## src/rtl/bpu_pkg.sv

```systemverilog
package bpu_pkg;

    typedef enum logic [0:0] {
        BUS_IDLE,
        BUS_DATA
    } bus_st_t;

    typedef enum logic [1:0] {
        PE_OFF,
        PE_LOW,
        PE_HIGH
    } perr_st_t;

    typedef struct packed {
        logic master;
        logic write;
        logic special;
    } xact_t;

endpackage

```

## src/rtl/bpu_bus_track.sv

```systemverilog
module bpu_bus_track
    import bpu_pkg::*;
#(
    parameter int CBE_W       = 4,
    parameter int WRITE_BIT   = 0,
    parameter logic [CBE_W-1:0] SPECIAL_CMD = 4'b0001
) (
    input  logic             clk,
    input  logic             rst_n,
    input  logic             frame_n_i,
    input  logic             irdy_n_i,
    input  logic             trdy_n_i,
    input  logic [CBE_W-1:0] cbe_n_i,
    input  logic             master_i,
    output logic             addr_phase_o,
    output logic             data_cycle_o,
    output logic             xfer_o,
    output xact_t            xact_o
);

    bus_st_t state_q, state_d;
    xact_t   xact_q;

    // state register
    always_ff @(posedge clk or negedge rst_n) begin
        if (!rst_n) begin
            state_q <= BUS_IDLE;
            xact_q  <= '0;
        end else begin
            state_q <= state_d;
            if (addr_phase_o) begin
                xact_q.master  <= master_i;
                xact_q.write   <= cbe_n_i[WRITE_BIT];
                xact_q.special <= (cbe_n_i == SPECIAL_CMD);
            end
        end
    end

    // next state
    always_comb begin
        state_d = state_q;
        unique case (state_q)
            BUS_IDLE: if (!frame_n_i) state_d = BUS_DATA;
            BUS_DATA: if (frame_n_i && (irdy_n_i || !trdy_n_i)) state_d = BUS_IDLE;
            default:  state_d = BUS_IDLE;
        endcase
    end

    // outputs
    always_comb begin
        addr_phase_o = (state_q == BUS_IDLE) && !frame_n_i;
        data_cycle_o = (state_q == BUS_DATA);
        xfer_o       = data_cycle_o && !irdy_n_i && !trdy_n_i;
        xact_o       = xact_q;
    end

endmodule

```

## src/rtl/bpu_par_pipe.sv

```systemverilog
module bpu_par_pipe #(
    parameter int DATA_W = 32,
    parameter int CBE_W  = 4
) (
    input  logic              clk,
    input  logic              rst_n,
    input  logic [DATA_W-1:0] ad_i,
    input  logic [CBE_W-1:0]  cbe_n_i,
    input  logic              par_i,
    input  logic              drive_i,
    input  logic              check_i,
    input  logic              perr_en_i,
    output logic              par_o,
    output logic              par_oe_o,
    output logic              report_o,
    output logic              sticky_o
);

    localparam int TOT_W = DATA_W + CBE_W;

    logic [TOT_W-1:0] bits;
    logic             local_par;
    logic             par_q, oe_q, chk_q, rep_q, sticky_q;
    logic             mismatch;

    assign bits = {ad_i, cbe_n_i};

    // XOR fold, written as a generated chain so width follows the parameters
    logic [TOT_W-1:0] fold;
    assign fold[0] = bits[0];
    for (genvar i = 1; i < TOT_W; i++) begin : g_fold
        assign fold[i] = fold[i-1] ^ bits[i];
    end
    assign local_par = fold[TOT_W-1];

    assign mismatch = chk_q && (par_i != par_q);

    always_ff @(posedge clk or negedge rst_n) begin
        if (!rst_n) begin
            par_q    <= 1'b0;
            oe_q     <= 1'b0;
            chk_q    <= 1'b0;
            rep_q    <= 1'b0;
            sticky_q <= 1'b0;
        end else begin
            par_q    <= local_par;
            oe_q     <= drive_i;
            chk_q    <= check_i;
            rep_q    <= mismatch && perr_en_i;
            sticky_q <= sticky_q || mismatch;
        end
    end

    assign par_o    = par_q;
    assign par_oe_o = oe_q;
    assign report_o = rep_q;
    assign sticky_o = sticky_q;

endmodule

```

## src/rtl/bpu_perr_ctl.sv

```systemverilog
module bpu_perr_ctl
    import bpu_pkg::*;
#(
    parameter int HOLD_HI = 2
) (
    input  logic clk,
    input  logic rst_n,
    input  logic report_i,
    output logic perr_n_o,
    output logic perr_oe_o
);

    localparam int CNT_W = (HOLD_HI < 2) ? 1 : $clog2(HOLD_HI);
    localparam logic [CNT_W-1:0] LAST = CNT_W'(HOLD_HI - 1);

    perr_st_t         state_q, state_d;
    logic [CNT_W-1:0] cnt_q, cnt_d;

    // state register
    always_ff @(posedge clk or negedge rst_n) begin
        if (!rst_n) begin
            state_q <= PE_OFF;
            cnt_q   <= '0;
        end else begin
            state_q <= state_d;
            cnt_q   <= cnt_d;
        end
    end

    // next state
    always_comb begin
        state_d = state_q;
        cnt_d   = cnt_q;
        unique case (state_q)
            PE_OFF: begin
                if (report_i) state_d = PE_LOW;
            end
            PE_LOW: begin
                if (!report_i) begin
                    state_d = PE_HIGH;
                    cnt_d   = '0;
                end
            end
            PE_HIGH: begin
                if (report_i) begin
                    state_d = PE_LOW;
                end else if (cnt_q == LAST) begin
                    state_d = PE_OFF;
                end else begin
                    cnt_d = cnt_q + 1'b1;
                end
            end
            default: state_d = PE_OFF;
        endcase
    end

    // outputs
    always_comb begin
        perr_oe_o = (state_q != PE_OFF);
        perr_n_o  = (state_q != PE_LOW);
    end

endmodule

```

## src/rtl/bus_parity_unit.sv

```systemverilog
module bus_parity_unit
    import bpu_pkg::*;
#(
    parameter int DATA_W  = 32,
    parameter int CBE_W   = 4,
    parameter int HOLD_HI = 2
) (
    input  logic              clk,
    input  logic              rst_n,
    input  logic [DATA_W-1:0] ad_i,
    input  logic [CBE_W-1:0]  cbe_n_i,
    input  logic              par_i,
    input  logic              frame_n_i,
    input  logic              irdy_n_i,
    input  logic              trdy_n_i,
    input  logic              master_i,
    input  logic              tgt_sel_i,
    input  logic              perr_en_i,
    output logic              par_o,
    output logic              par_oe_o,
    output logic              perr_n_o,
    output logic              perr_oe_o,
    output logic              par_err_o
);

    logic  addr_phase, data_cycle, xfer, drive, check, report;
    xact_t xact;

    bpu_bus_track #(
        .CBE_W       (CBE_W),
        .WRITE_BIT   (0),
        .SPECIAL_CMD (CBE_W'(1))
    ) u_track (
        .clk          (clk),
        .rst_n        (rst_n),
        .frame_n_i    (frame_n_i),
        .irdy_n_i     (irdy_n_i),
        .trdy_n_i     (trdy_n_i),
        .cbe_n_i      (cbe_n_i),
        .master_i     (master_i),
        .addr_phase_o (addr_phase),
        .data_cycle_o (data_cycle),
        .xfer_o       (xfer),
        .xact_o       (xact)
    );

    // who owns the AD pins this clock
    always_comb begin
        drive = (addr_phase && master_i)
             || (data_cycle && xact.write && xact.master && !irdy_n_i)
             || (data_cycle && !xact.write && tgt_sel_i && !trdy_n_i);
        check = xfer && !xact.special
             && (xact.write ? tgt_sel_i : xact.master);
    end

    bpu_par_pipe #(
        .DATA_W (DATA_W),
        .CBE_W  (CBE_W)
    ) u_pipe (
        .clk       (clk),
        .rst_n     (rst_n),
        .ad_i      (ad_i),
        .cbe_n_i   (cbe_n_i),
        .par_i     (par_i),
        .drive_i   (drive),
        .check_i   (check),
        .perr_en_i (perr_en_i),
        .par_o     (par_o),
        .par_oe_o  (par_oe_o),
        .report_o  (report),
        .sticky_o  (par_err_o)
    );

    bpu_perr_ctl #(
        .HOLD_HI (HOLD_HI)
    ) u_perr (
        .clk       (clk),
        .rst_n     (rst_n),
        .report_i  (report),
        .perr_n_o  (perr_n_o),
        .perr_oe_o (perr_oe_o)
    );

endmodule

```

## config.mk

```make
export PLATFORM = sky130hd
export DESIGN_NAME = bus_parity_unit
export DESIGN_NICKNAME = d
export VERILOG_FILES = /design/src/rtl/bpu_pkg.sv /design/src/rtl/bpu_bus_track.sv /design/src/rtl/bpu_par_pipe.sv /design/src/rtl/bpu_perr_ctl.sv /design/src/rtl/bus_parity_unit.sv
export SDC_FILE = /design/constraint.sdc
export NUM_CORES = 1
export LEC_CHECK = 0
export BUFFER_PORTS_ARGS = -buffer_cell sky130_fd_sc_hd__buf_4
export CAP_MARGIN = 20
export CORE_UTILIZATION = 35
export CTS_CLUSTER_DIAMETER = 80
export DETAILED_ROUTE_END_ITERATION = 6
export GPL_TIMING_DRIVEN = 0
export PLACE_DENSITY = 0.69
export SYNTH_ARGS = -nofsm -noshare
export SYNTH_HDL_FRONTEND = slang
export SYNTH_HIERARCHICAL = 1
export SYNTH_SLANG_ARGS = --single-unit
```

## constraint.sdc

```tcl
create_clock -name clk -period 0.9 [get_ports clk]
set_input_delay 0.135 -clock clk [delete_from_list [all_inputs] [get_ports clk]]
set_output_delay 0.135 -clock clk [all_outputs]
set_load 0.02 [all_outputs]
```

==> results of run 1 <==
placed cells by master (no fill, tap or decap), types with 2 or more instances in the layout:
master / netlist / final
clkbuf_4: 0 / 3
xor2_1: 5 / 5
dfrtp_1: 12 / 11
xnor2_2: 0 / 4
xnor2_1: 29 / 25
buf_6: 0 / 12
nor3b_2: 2 / 2
mux2_4: 3 / 3
buf_4: 0 / 45
kinds of logic (layout without fill, tap and decap cells):
| kind of cell | count (synthesis) | count (layout) | synth area share [%] |
|---|---|---|---|
| flops | 12 | 12 | 35.71 |
| mux | 4 | 4 | 6.547 |
| simple gates | 15 | 15 | 14.88 |
| compound gates | 5 | 5 | 4.763 |
| buf+inv | 0 | 61 | 0 |
| xor+xnor | 35 | 35 | 38.09 |
stage by stage:
step	std cells	power (mW)
finish	160	2.190
global route	160	2.320
CTS	157	2.170
detailed placement	148	1.723
global placement	148	1.682
floorplan	71	1.362
worst paths after layout:
path                       slack (ps)                             end                     startpoint
min                                40  u_track/data_cycle_o$_DFF_PN0_                      frame_n_i
max reg2reg                      -200   u_perr/state_q[1]$_DFFE_PN0P_  u_perr/state_q[0]$_DFFE_PN0P_
max                              -280                       perr_oe_o  u_perr/state_q[0]$_DFFE_PN0P_
max in group asynchronous         500  u_track/data_cycle_o$_DFF_PN0_                          rst_n
min in group asynchronous         240   u_perr/state_q[0]$_DFFE_PN0P_                          rst_n
min reg2reg                       470          u_pipe/chk_q$_DFF_PN0_  u_track/xact_o[0]$_DFFE_PN0P_
worst reg2reg max path, cell delays in order (launching register included):
cell and delay (ps):
dfrtp_1 400, buf_6 140, or3b_4 370, a21oi_2 120
synthesized netlist by cell type, drive strengths merged:
cell / n
a21boi: 1
dfrtp: 12
or3b: 1
and3: 1
xnor2: 29
mux2: 3
nor4b: 1
mux2i: 1
nand4bb: 1
nand4b: 1
nor3b: 2
a21oi: 1
nand2b: 2
nand3b: 1
nand2: 2
xor2: 5
a22o: 1
nand3: 1
o21bai: 1
or2: 1
nor2: 1
xnor3: 1
a21o: 1
final cells by class:
type / count / area share [%]
Multi-Input combinational cell: 59 / 41.22
Clock buffer: 3 / 1.572
Timing Repair Buffer: 58 / 33.71
Tap cell: 28 / 2.445
Sequential cell: 12 / 21.05
routing by layer:
metal  vias to the layer above  global-route usage (%)
met1                       352                   13.57
met2                        25                   31.80
met5                         -                       0
met4                         0                   6.944
li1                        359                       -
met3                         2                   2.976
repair_timing:
item	in CTS	in global routing
pin swaps	10	6
setup buffers	5	3
endpoints found under the hold margin	12	0
gates resized for setup	16	5
hold buffers	1	0
endpoints found under the setup margin	10	14
sequential cells by signal (all words and copies together) (netlist names):
name and cells:
u_perr/cnt_q 1, u_perr/state_q 2, u_pipe/chk_q 1, u_pipe/par_o 1
u_pipe/par_oe_o 1, u_pipe/report_o 1, u_pipe/sticky_o 1, u_track/data_cycle_o 1
u_track/xact_o 3
power groups by stage:
| stage | Clock (mW) | Sequential (mW) | Combinational, mW |
|---|---|---|---|
| 6_report | 0.313 | 0.738 | 1.14 |
| 5_1_grt | 0.346 | 0.750 | 1.22 |
| 4_1_cts | 0.323 | 0.739 | 1.11 |
| 3_5_place_dp | 0 | 0.743 | 0.981 |
| 3_3_place_gp | 0 | 0.734 | 0.948 |
| 2_1_floorplan | 0 | 0.787 | 0.575 |
==> summary.md, run 1 <==
| Metric | Value |
|---|---|
| Status | `finished, violations left` |
| Failing checks | `setup timing` |
| Startpoint Class | `flop` |
| Vias per std cell | `~4.6` |
| CP Cell Sequence | `or2_4 -> buf_6` |
| Worst Path Buf+Inv | `1` |
| Final Wtd Congestion | `approximately 0.65` |
| Final period util | `131.3%` |
| Max-Cap Viols | `0` |
| Tmin final | `around 1200 ps` |
| Fmax | `0.8466 GHz` |
| Post-route DRC violation count | `0` |
| Peak VDD IR | `around 1.2 mV` |
| Hold Path Depth | `2` |
| Relative slew margins | `a little under nine tenths` |
| Cell Pwr Density | `approximately 1500 nW/um2` |
| Final HPWL DP | `between 1000 and 1500 um` |
| Routed met1 length | `about 630 um` |
| Leakage | `0.6737 nW` |
| Slew Viols, Final | `0` |
| Post-route ant nets | `0` |
| N_diodes | `0` |
| Data required, critical path | `about 760 ps` |
| Hold Crit Class | `in -> reg` |
| Row Count | `17` |
| Post-Route WL | `1798 um` |
| Worst Setup End Kind | `primary output` |
| Synth Warn # | `6` |
| Clock skew | `2.258 ps` |
| Area post-placement | `roughly 1300 um2` |
| Number of CTS-inserted buffers | `3` |
| Fin. Hold Viols | `0` |
| Initial drt markers | `2` |
| Post-layout nets | `about 180` |
| Critical path's slowest cell | `dfrtp_1` |
| Register bit total from synthesis | `12` |
| FF+latch area | `between 300 and 400 um2` |
| First-pass GRT wire length | `approximately 2900 um` |
| Top cells by area, synth | `dfrtp_1 (36%), xnor2_1 (30%), mux2_4 (5.4%)` |
| Core footprint | `2233 um2` |
| Internal power | `about 1.5 mW` |
| Register area share after synthesis | `between 30% and 40%` |
| Die Height | `just over 50 um` |
| H-tree lvl count | `1` |
| Setup WS pre-CTS | `-569.7 ps` |
| Met2 routed WL | `between 1000 and 1500 um` |
| IO buf count | `49` |
| Avg Inst Size Synth | `between 10 and 15 um2` |
| Ports | `50` |
| Post-Syn Area | `approximately 840 um2` |
| CP max stage delay | `400 ps` |
| Grt total ovfl | `0` |
| Total Die Area | `2603 um2` |
| Share of the synthesized area in the top cell type | `between 30% and 40%` |
| Detailed-route via count | `roughly 740` |
| Post-synthesis cell count | `71` |
| WS Path Type | `reg -> out` |
| Hold slack final | `about 43 ps` |
| CTS Buffer Depth | `2` |
| Comb power frac | `between 50% and 60%` |
| Distinct cells, synth | `23` |
| Proportion of layout cells with a drive suffix above 1 | `a little under 60%` |
| Worst-path fanout max | `2` |
| Area Overhead vs Synth | `70.39%` |
| Register share of total power | `33.7%` |
| Worst Path Arrival | `approximately 1100 ps` |
| Worst r2r path cells | `3` |
| Setup-failing EPs final | `11` |
| Actual slew at the worst max-slew pin | `204.0 ps` |
| Clock share of power | `between 10 and 15%` |
| Critical path depth | `2` |
| Top Layer Used | `met4` |
| Area of the multi-input gates | `approximately 590 um2` |
| Pin count of the biggest net entering global routing | `13` |
| Mapped Nets | `116` |
| Root Buffer Master | `clkbuf_4` |
| DR WL/cell | `around 11 um` |
| Yosys top cell by area | `dfrtp_1` |
| Final worst slack | `-281.3 ps` |
| Setup TNS | `-1436 ps` |
| Vias in the first global route | `about 760` |
| Reg clk slew, reported paths | `around 70 ps` |
| Top delay family on crit path | `flip-flops` |
| Initial antenna violation count | `0` |
| Sw power | `0.6543 mW` |
| # fillers | `~170` |
| Clk sinks | `12` |
| RSZ-0062 raised after global routing | `yes` |
| Sw Ratio | `29.87%` |
| Die X | `just over 50 um` |
| Met3 WL post-DR | `roughly 67 um` |
| Insertion delay to the later sink of the worst-skew pair | `260 ps` |
| Design area | `1433 um2` |
| Starting Density | `~38%` |
| CTS tree | `done` |
| Initial DRT Pass Iterations | `2` |
| Total track usage | `roughly 15%` |
| Final core occ | `between 60% and 70%` |
(Power assumes the default switching activity.)
==> run 2: changes to the inputs <==
==> constraint.sdc (replaced) <==
create_clock -name clk -period 0.9 [get_ports clk]
set_input_delay 0.135 -clock clk [delete_from_list [all_inputs] [get_ports clk]]
set_output_delay 0.135 -clock clk [all_outputs]
set_load 0.05 [all_outputs]
==> run 2 against run 1 <==
Effect of this change:
- the run still ends with setup timing left
- largest power group unchanged
- sequential power up 1%
- via count fell by 1.9%
- highest routed layer is now met3
- critical path depth unchanged
- count of clock-buffer cells in the layout increased by 1
==> summary.md, run 2 (synthesized netlist as in run 1, its figures left out) <==
| Metric | Value |
|---|---|
| Status | `finished, violations left (unchanged)` |
| Failing checks | `setup timing (unchanged)` |
| CP max stage delay | `400 ps (about the same)` |
| Final Wtd Congestion | `0.6419 (was 0.6464)` |
| Post-route DRC violation count | `0 (unchanged)` |
| Setup-failing EPs final | `12 (was 11)` |
| Peak VDD IR | `1.500 mV (was 1.220 mV)` |
| Design area | `1405 um2 (was 1433 um2)` |
| Most common cell after layout, fill and taps aside | `buf_4 (unchanged)` |
| Final worst slack | `-299.3 ps (was -281.3 ps)` |
| DR WL/cell | `10.42 um (was 11.24 um)` |
| Ports | `50 (unchanged)` |
| IO buf count | `49 (unchanged)` |
| Post-layout nets | `176 (was 179)` |
| CP Cell Sequence | `or2_4 -> buf_6 (unchanged)` |
| Row Count | `17 (unchanged)` |
| # fillers | `194 (was 173)` |
| Initial DRT Pass Iterations | `2 (unchanged)` |
| Final core occ | `62.91% (was 64.15%)` |
| Final period util | `133.3% (was 131.3%)` |
| Grt total ovfl | `0 (unchanged)` |
| CTS tree | `done (unchanged)` |
| Total track usage | `14.68% (was 15.30%)` |
| Worst Path Arrival | `1060 ps (was 1050 ps)` |
| Hold Crit Class | `in -> reg (unchanged)` |
| Worst Setup End Kind | `primary output (unchanged)` |
| Hold slack final | `44.54 ps (was 42.73 ps)` |
| Die X | `51.02 um (unchanged)` |
| Detailed-route via count | `724 (was 738)` |
| Area Overhead vs Synth | `67.11% (was 70.39%)` |
| H-tree lvl count | `1 (unchanged)` |
| Tmin final | `1199 ps (was 1181 ps)` |
| N_diodes | `0 (unchanged)` |
| Post-Route WL | `1647 um (was 1798 um)` |
| Fmax | `0.8338 GHz (was 0.8466 GHz)` |
| Insertion delay to the later sink of the worst-skew pair | `260 ps (about the same)` |
| Initial antenna violation count | `0 (unchanged)` |
| Critical path's slowest cell | `dfrtp_1 (unchanged)` |
| Max reg flops | `3 (unchanged)` |
| Top delay family on crit path | `flip-flops (unchanged)` |
| Reg clk slew, reported paths | `70 ps (about the same)` |
| Post-route ant nets | `0 (unchanged)` |
| RSZ-0062 raised after global routing | `yes (unchanged)` |
| Area post-placement | `1256 um2 (was 1251 um2)` |
| Worst Path Buf+Inv | `1 (unchanged)` |
| Setup WS pre-CTS | `-531.0 ps (was -569.7 ps)` |
| Worst-path fanout max | `3 (was 2)` |
| Initial drt markers | `6 (was 2)` |
| Core footprint | `2233 um2 (unchanged)` |
| Vias per std cell | `4.582 (was 4.613)` |
| Data required, critical path | `760 ps (about the same)` |
| Final HPWL DP | `1387 um (was 1434 um)` |
| Clock skew | `2.419 ps (was 2.258 ps)` |
| Starting Density | `37.65% (unchanged)` |
| Number of CTS-inserted buffers | `3 (unchanged)` |
| Root Buffer Master | `clkbuf_4 (unchanged)` |
| Clk sinks | `12 (unchanged)` |
| First-pass GRT wire length | `2835 um (was 2911 um)` |
| Cell Pwr Density | `1668 nW/um2 (was 1529 nW/um2)` |
| Actual slew at the worst max-slew pin | `202.6 ps (was 204.0 ps)` |
| Slew Viols, Final | `0 (unchanged)` |
| Most frequent cells in the layout | `buf_4 (45), xnor2_1 (26), dfrtp_1 (11) (was buf_4 (45), xnor2_1 (25), buf_6 (12))` |
| Leakage | `0.6566 nW (was 0.6737 nW)` |
| WS Path Type | `reg -> out (unchanged)` |
| Die Height | `51.02 um (unchanged)` |
| Relative slew margins | `86.40% (was 86.31%)` |
| Fin. Hold Viols | `0 (unchanged)` |
| Startpoint Class | `flop (unchanged)` |
| Pin count of the biggest net entering global routing | `13 (unchanged)` |
| Proportion of layout cells with a drive suffix above 1 | `57.69% (was 59.09%)` |
| Vias in the first global route | `692 (was 764)` |
| CTS Buffer Depth | `2 (unchanged)` |
| Max-Cap Viols | `0 (unchanged)` |
| Total Die Area | `2603 um2 (unchanged)` |
## run 2: timing repair
item                                    in CTS  in global routing
hold endpoints to repair                    12                  0
setup buffers                                5                  0
pin swaps                                    6                  5
hold buffers                                 1                  0
endpoints found under the setup margin      10                 15
gates resized for setup                     10                  5
## run 2: area by class of cell
class                      instances  area [um2]  area share, %
tap                               28       35.03          2.493
sequential                        12       301.5          21.46
timing repair buffer              55       449.2          31.97
multi-input combinational         59       583.1          41.50
clock buffer                       4       36.28          2.582
## run 2: layer usage
layer / track usage (%) / wire (um)
met3: 4.464 / 84
met2: 27.85 / 987
met4: 2.778 / 0
met1: 15.83 / 575
met5: 0 / 0
## run 2: metrics by stage
| stage | total power, mW | std cells | TNS, ps |
|---|---|---|---|
| after floorplan | 1.501 | 71 | -1015 |
| after global placement | 1.823 | 148 | -1001 |
| after detailed placement | 1.853 | 148 | -1181 |
| after CTS | 2.353 | 158 | -1777 |
| after global routing | 2.487 | 158 | -2253 |
| final | 2.343 | 158 | -1631 |
## run 2: path summary, 6_finish.rpt
path	startpoint	endpoint	slack, ps	depth (start not counted)
max in group asynchronous	rst_n	u_track/data_cycle_o$_DFF_PN0_	510	2
min in group asynchronous	rst_n	u_pipe/par_o$_DFF_PN0_	230	2
worst min register to register	u_track/xact_o[0]$_DFFE_PN0P_	u_pipe/chk_q$_DFF_PN0_	460	1
worst max register to register	u_perr/state_q[0]$_DFFE_PN0P_	u_perr/state_q[1]$_DFFE_PN0P_	-230	3
worst max-delay path	u_perr/state_q[1]$_DFFE_PN0P_	perr_oe_o	-300	2
worst min-delay path	frame_n_i	u_track/data_cycle_o$_DFF_PN0_	40	2
## run 2: worst register-to-register path, cell delays in order, from the launching register on
cell and delay, ps:
dfrtp_1 400, buf_4 150, or3b_1 370, a21oi_2 140
## run 2: power by group
part	internal [mW]	switching (mW)	leakage [nW]
Sequential	0.651	0.0972	0.149
Combinational	0.676	0.512	0.486
Clock	0.246	0.162	0.0210
==> run 3: changes to the inputs <==
- CORE_ASPECT_RATIO: default -> 1.4
==> run 3 against run 2 <==
Effect of this change:
- the run ends with DRC, setup timing left
- sequential share of layout area grew 0.49 points
- maximum frequency grew 0.13%
- hold slack gained 17 ps
- flip-flop and latch count is the same
- sequential power shrank 2%
- clock power is essentially flat
- core utilization shrank 1.2 points
- register-to-register slack is essentially flat
- count of clock-buffer cells in the layout is the same
- routed wire length grew 4.7%
- critical endpoint unchanged
==> summary.md, run 3 (synthesized netlist as in run 1, its figures left out) <==
| Metric | Value |
|---|---|
| H-tree lvl count | `1 (unchanged)` |
| Post-route ant nets | `0 (unchanged)` |
| Setup-failing EPs final | `11 (was 12)` |
| Placed insts | `142 (was 148)` |
| Initial drt markers | `6 (unchanged)` |
| Slew Viols, Final | `0 (unchanged)` |
| Starting Density | `37.75% (was 37.65%)` |
| Die Height | `59.99 um (was 51.02 um)` |
| Non-filler cells in the finished layout | `152 (was 158)` |
| Ports | `50 (unchanged)` |
| Reg clk slew, reported paths | `70 ps (about the same)` |
| Insertion delay to the later sink of the worst-skew pair | `270 ps (was 260 ps)` |
| Vias per std cell | `4.770 (was 4.582)` |
| Sw power | `0.7600 mW (was 0.7710 mW)` |
| Met1 GRT Util | `12.14% (was 15.83%)` |
| Worst Path Arrival | `1060 ps (about the same)` |
| IO buf count | `49 (unchanged)` |
| Cell Pwr Density | `1707 nW/um2 (was 1668 nW/um2)` |
| Relative slew margins | `87.65% (was 86.40%)` |
| Final period util | `133.1% (was 133.3%)` |
| Core footprint | `2227 um2 (was 2233 um2)` |
| Hold slack final | `62.02 ps (was 44.54 ps)` |
| Post-route DRC violation count | `4 (was 0)` |
| Area Overhead vs Synth | `63.39% (was 67.11%)` |
| Worst Setup End Kind | `primary output (unchanged)` |
| Vias in the first global route | `755 (was 692)` |
| Detailed-route via count | `725 (was 724)` |
| DR WL/cell | `11.34 um (was 10.42 um)` |
| Initial DRT Pass Iterations | `5 (was 2)` |
| Die X | `43.43 um (was 51.02 um)` |
| Row Count | `20 (was 17)` |
| Data required, critical path | `760 ps (about the same)` |
| Pin count of the biggest net entering global routing | `13 (unchanged)` |
| Register share of total power | `31.4% (was 31.9%)` |
| Startpoint Class | `flop (unchanged)` |
| Most Crowded Layer GR | `met2 (unchanged)` |
| Setup WS pre-CTS | `-509.5 ps (was -531.0 ps)` |
| Comb power frac | `51.1% (was 50.7%)` |
| Internal power | `1.585 mW (was 1.572 mW)` |
| Number of CTS-inserted buffers | `3 (unchanged)` |
| Most frequent cells in the layout | `buf_4 (47), xnor2_1 (27), dfrtp_1 (11) (was buf_4 (45), xnor2_1 (26), dfrtp_1 (11))` |
| Status | `finished, violations left (unchanged)` |
| Post-Route WL | `1724 um (was 1647 um)` |
| Peak VDD IR | `0.9231 mV (was 1.500 mV)` |
| Clock share of power | `17.5% (was 17.4%)` |
| Total Die Area | `2605 um2 (was 2603 um2)` |
| Initial antenna violation count | `0 (unchanged)` |
| Fmax | `0.8349 GHz (was 0.8338 GHz)` |
| Grt total ovfl | `0 (unchanged)` |
| RSZ-0062 raised after global routing | `yes (unchanged)` |
| Root Buffer Master | `clkbuf_4 (unchanged)` |
| WS Path Type | `reg -> out (unchanged)` |
| Clock skew | `5.948 ps (was 2.419 ps)` |
| Actual slew at the worst max-slew pin | `180.1 ps (was 202.6 ps)` |
| Post-layout nets | `176 (unchanged)` |
| Tmin final | `1198 ps (was 1199 ps)` |
| Max reg flops | `3 (unchanged)` |
| First-pass GRT wire length | `2822 um (was 2835 um)` |
| Sw Ratio | `32.41% (was 32.90%)` |
| GRT met3 Usage | `2.115% (was 4.464%)` |
| Failing checks | `DRC, setup timing (was setup timing)` |
| Total track usage | `14.85% (was 14.68%)` |
| CTS tree | `done (unchanged)` |
| Final Wtd Congestion | `0.7063 (was 0.6419)` |
| Leakage | `0.6452 nW (was 0.6566 nW)` |
| Most common cell after layout, fill and taps aside | `buf_4 (unchanged)` |
| Met2 GRT Util | `31.39% (was 27.85%)` |
| Hold Crit Class | `in -> reg (unchanged)` |
| Clk sinks | `12 (unchanged)` |
| Design area | `1374 um2 (was 1405 um2)` |
| Final worst slack | `-297.7 ps (was -299.3 ps)` |
| N_diodes | `0 (unchanged)` |
| Proportion of layout cells with a drive suffix above 1 | `54.62% (was 57.69%)` |
| Worst-path fanout max | `3 (unchanged)` |
| Max-Cap Viols | `0 (unchanged)` |
| CTS Buffer Depth | `2 (unchanged)` |
| Fin. Hold Viols | `0 (unchanged)` |
| Area post-placement | `1249 um2 (was 1256 um2)` |
-- run 3: cell counts in the layout (fill, tap and decap cells not counted) --
Identical to the previous run, type by type.
-- run 3: through the flow --
stage	setup TNS [ps]	power [mW]	util, %
floorplan	-1015	1.501	-
global placement	-979.0	1.822	56.07
detailed placement	-1113	1.839	56.07
CTS	-1693	2.313	59.72
global route	-2053	2.480	61.69
finish	-1670	2.345	61.69
-- run 3: repair_timing --
| item | CTS | global route |
|---|---|---|
| setup buffers | 2 | 3 |
| endpoints found under the hold margin | 12 | 0 |
| setup endpoints to repair | 11 | 13 |
| pin swaps | 1 | 8 |
| hold buffers | 1 | 0 |
| resized for setup | 6 | 5 |
-- run 3: power groups by stage --
stage	Sequential, mW	Combinational (mW)	Clock, mW
floorplan	0.905	0.596	0
global placement	0.734	1.09	0
detailed placement	0.739	1.10	0
CTS	0.737	1.15	0.425
global route	0.743	1.28	0.458
finish	0.736	1.20	0.410
-- run 3: path summary, 6_finish.rpt --
kind	from	to	slack, ps	depth (start not counted)
worst max-delay path	u_perr/state_q[1]$_DFFE_PN0P_	perr_oe_o	-300	2
worst min-delay path	frame_n_i	u_track/data_cycle_o$_DFF_PN0_	60	2
worst max register to register	u_perr/state_q[1]$_DFFE_PN0P_	u_perr/state_q[1]$_DFFE_PN0P_	-240	4
worst min register to register	u_pipe/report_o$_DFF_PN0_	u_perr/state_q[1]$_DFFE_PN0P_	470	1
max in group asynchronous	rst_n	u_track/data_cycle_o$_DFF_PN0_	480	2
min in group asynchronous	rst_n	u_track/data_cycle_o$_DFF_PN0_	260	2
-- run 3: cell type report --
class                   instances  area, um2
fillers                       201      853.3
multi-input cells              59      566.8
repair buffers                 55      441.7
flip-flops and latches         12      301.5
clock buffers                   4      36.28
well taps                      22      27.53
-- run 3: layer usage --
metal	routed length [um]	vias to the layer above
met3	83	4
met2	1069	31
met1	533	335
met4	38	0
met5	0	-
li1	-	355
-- run 3: worst max-delay path: stages, from the launching register on --
cell	delay [ps]
dfrtp_1	400
or2_4	250
buf_6	150
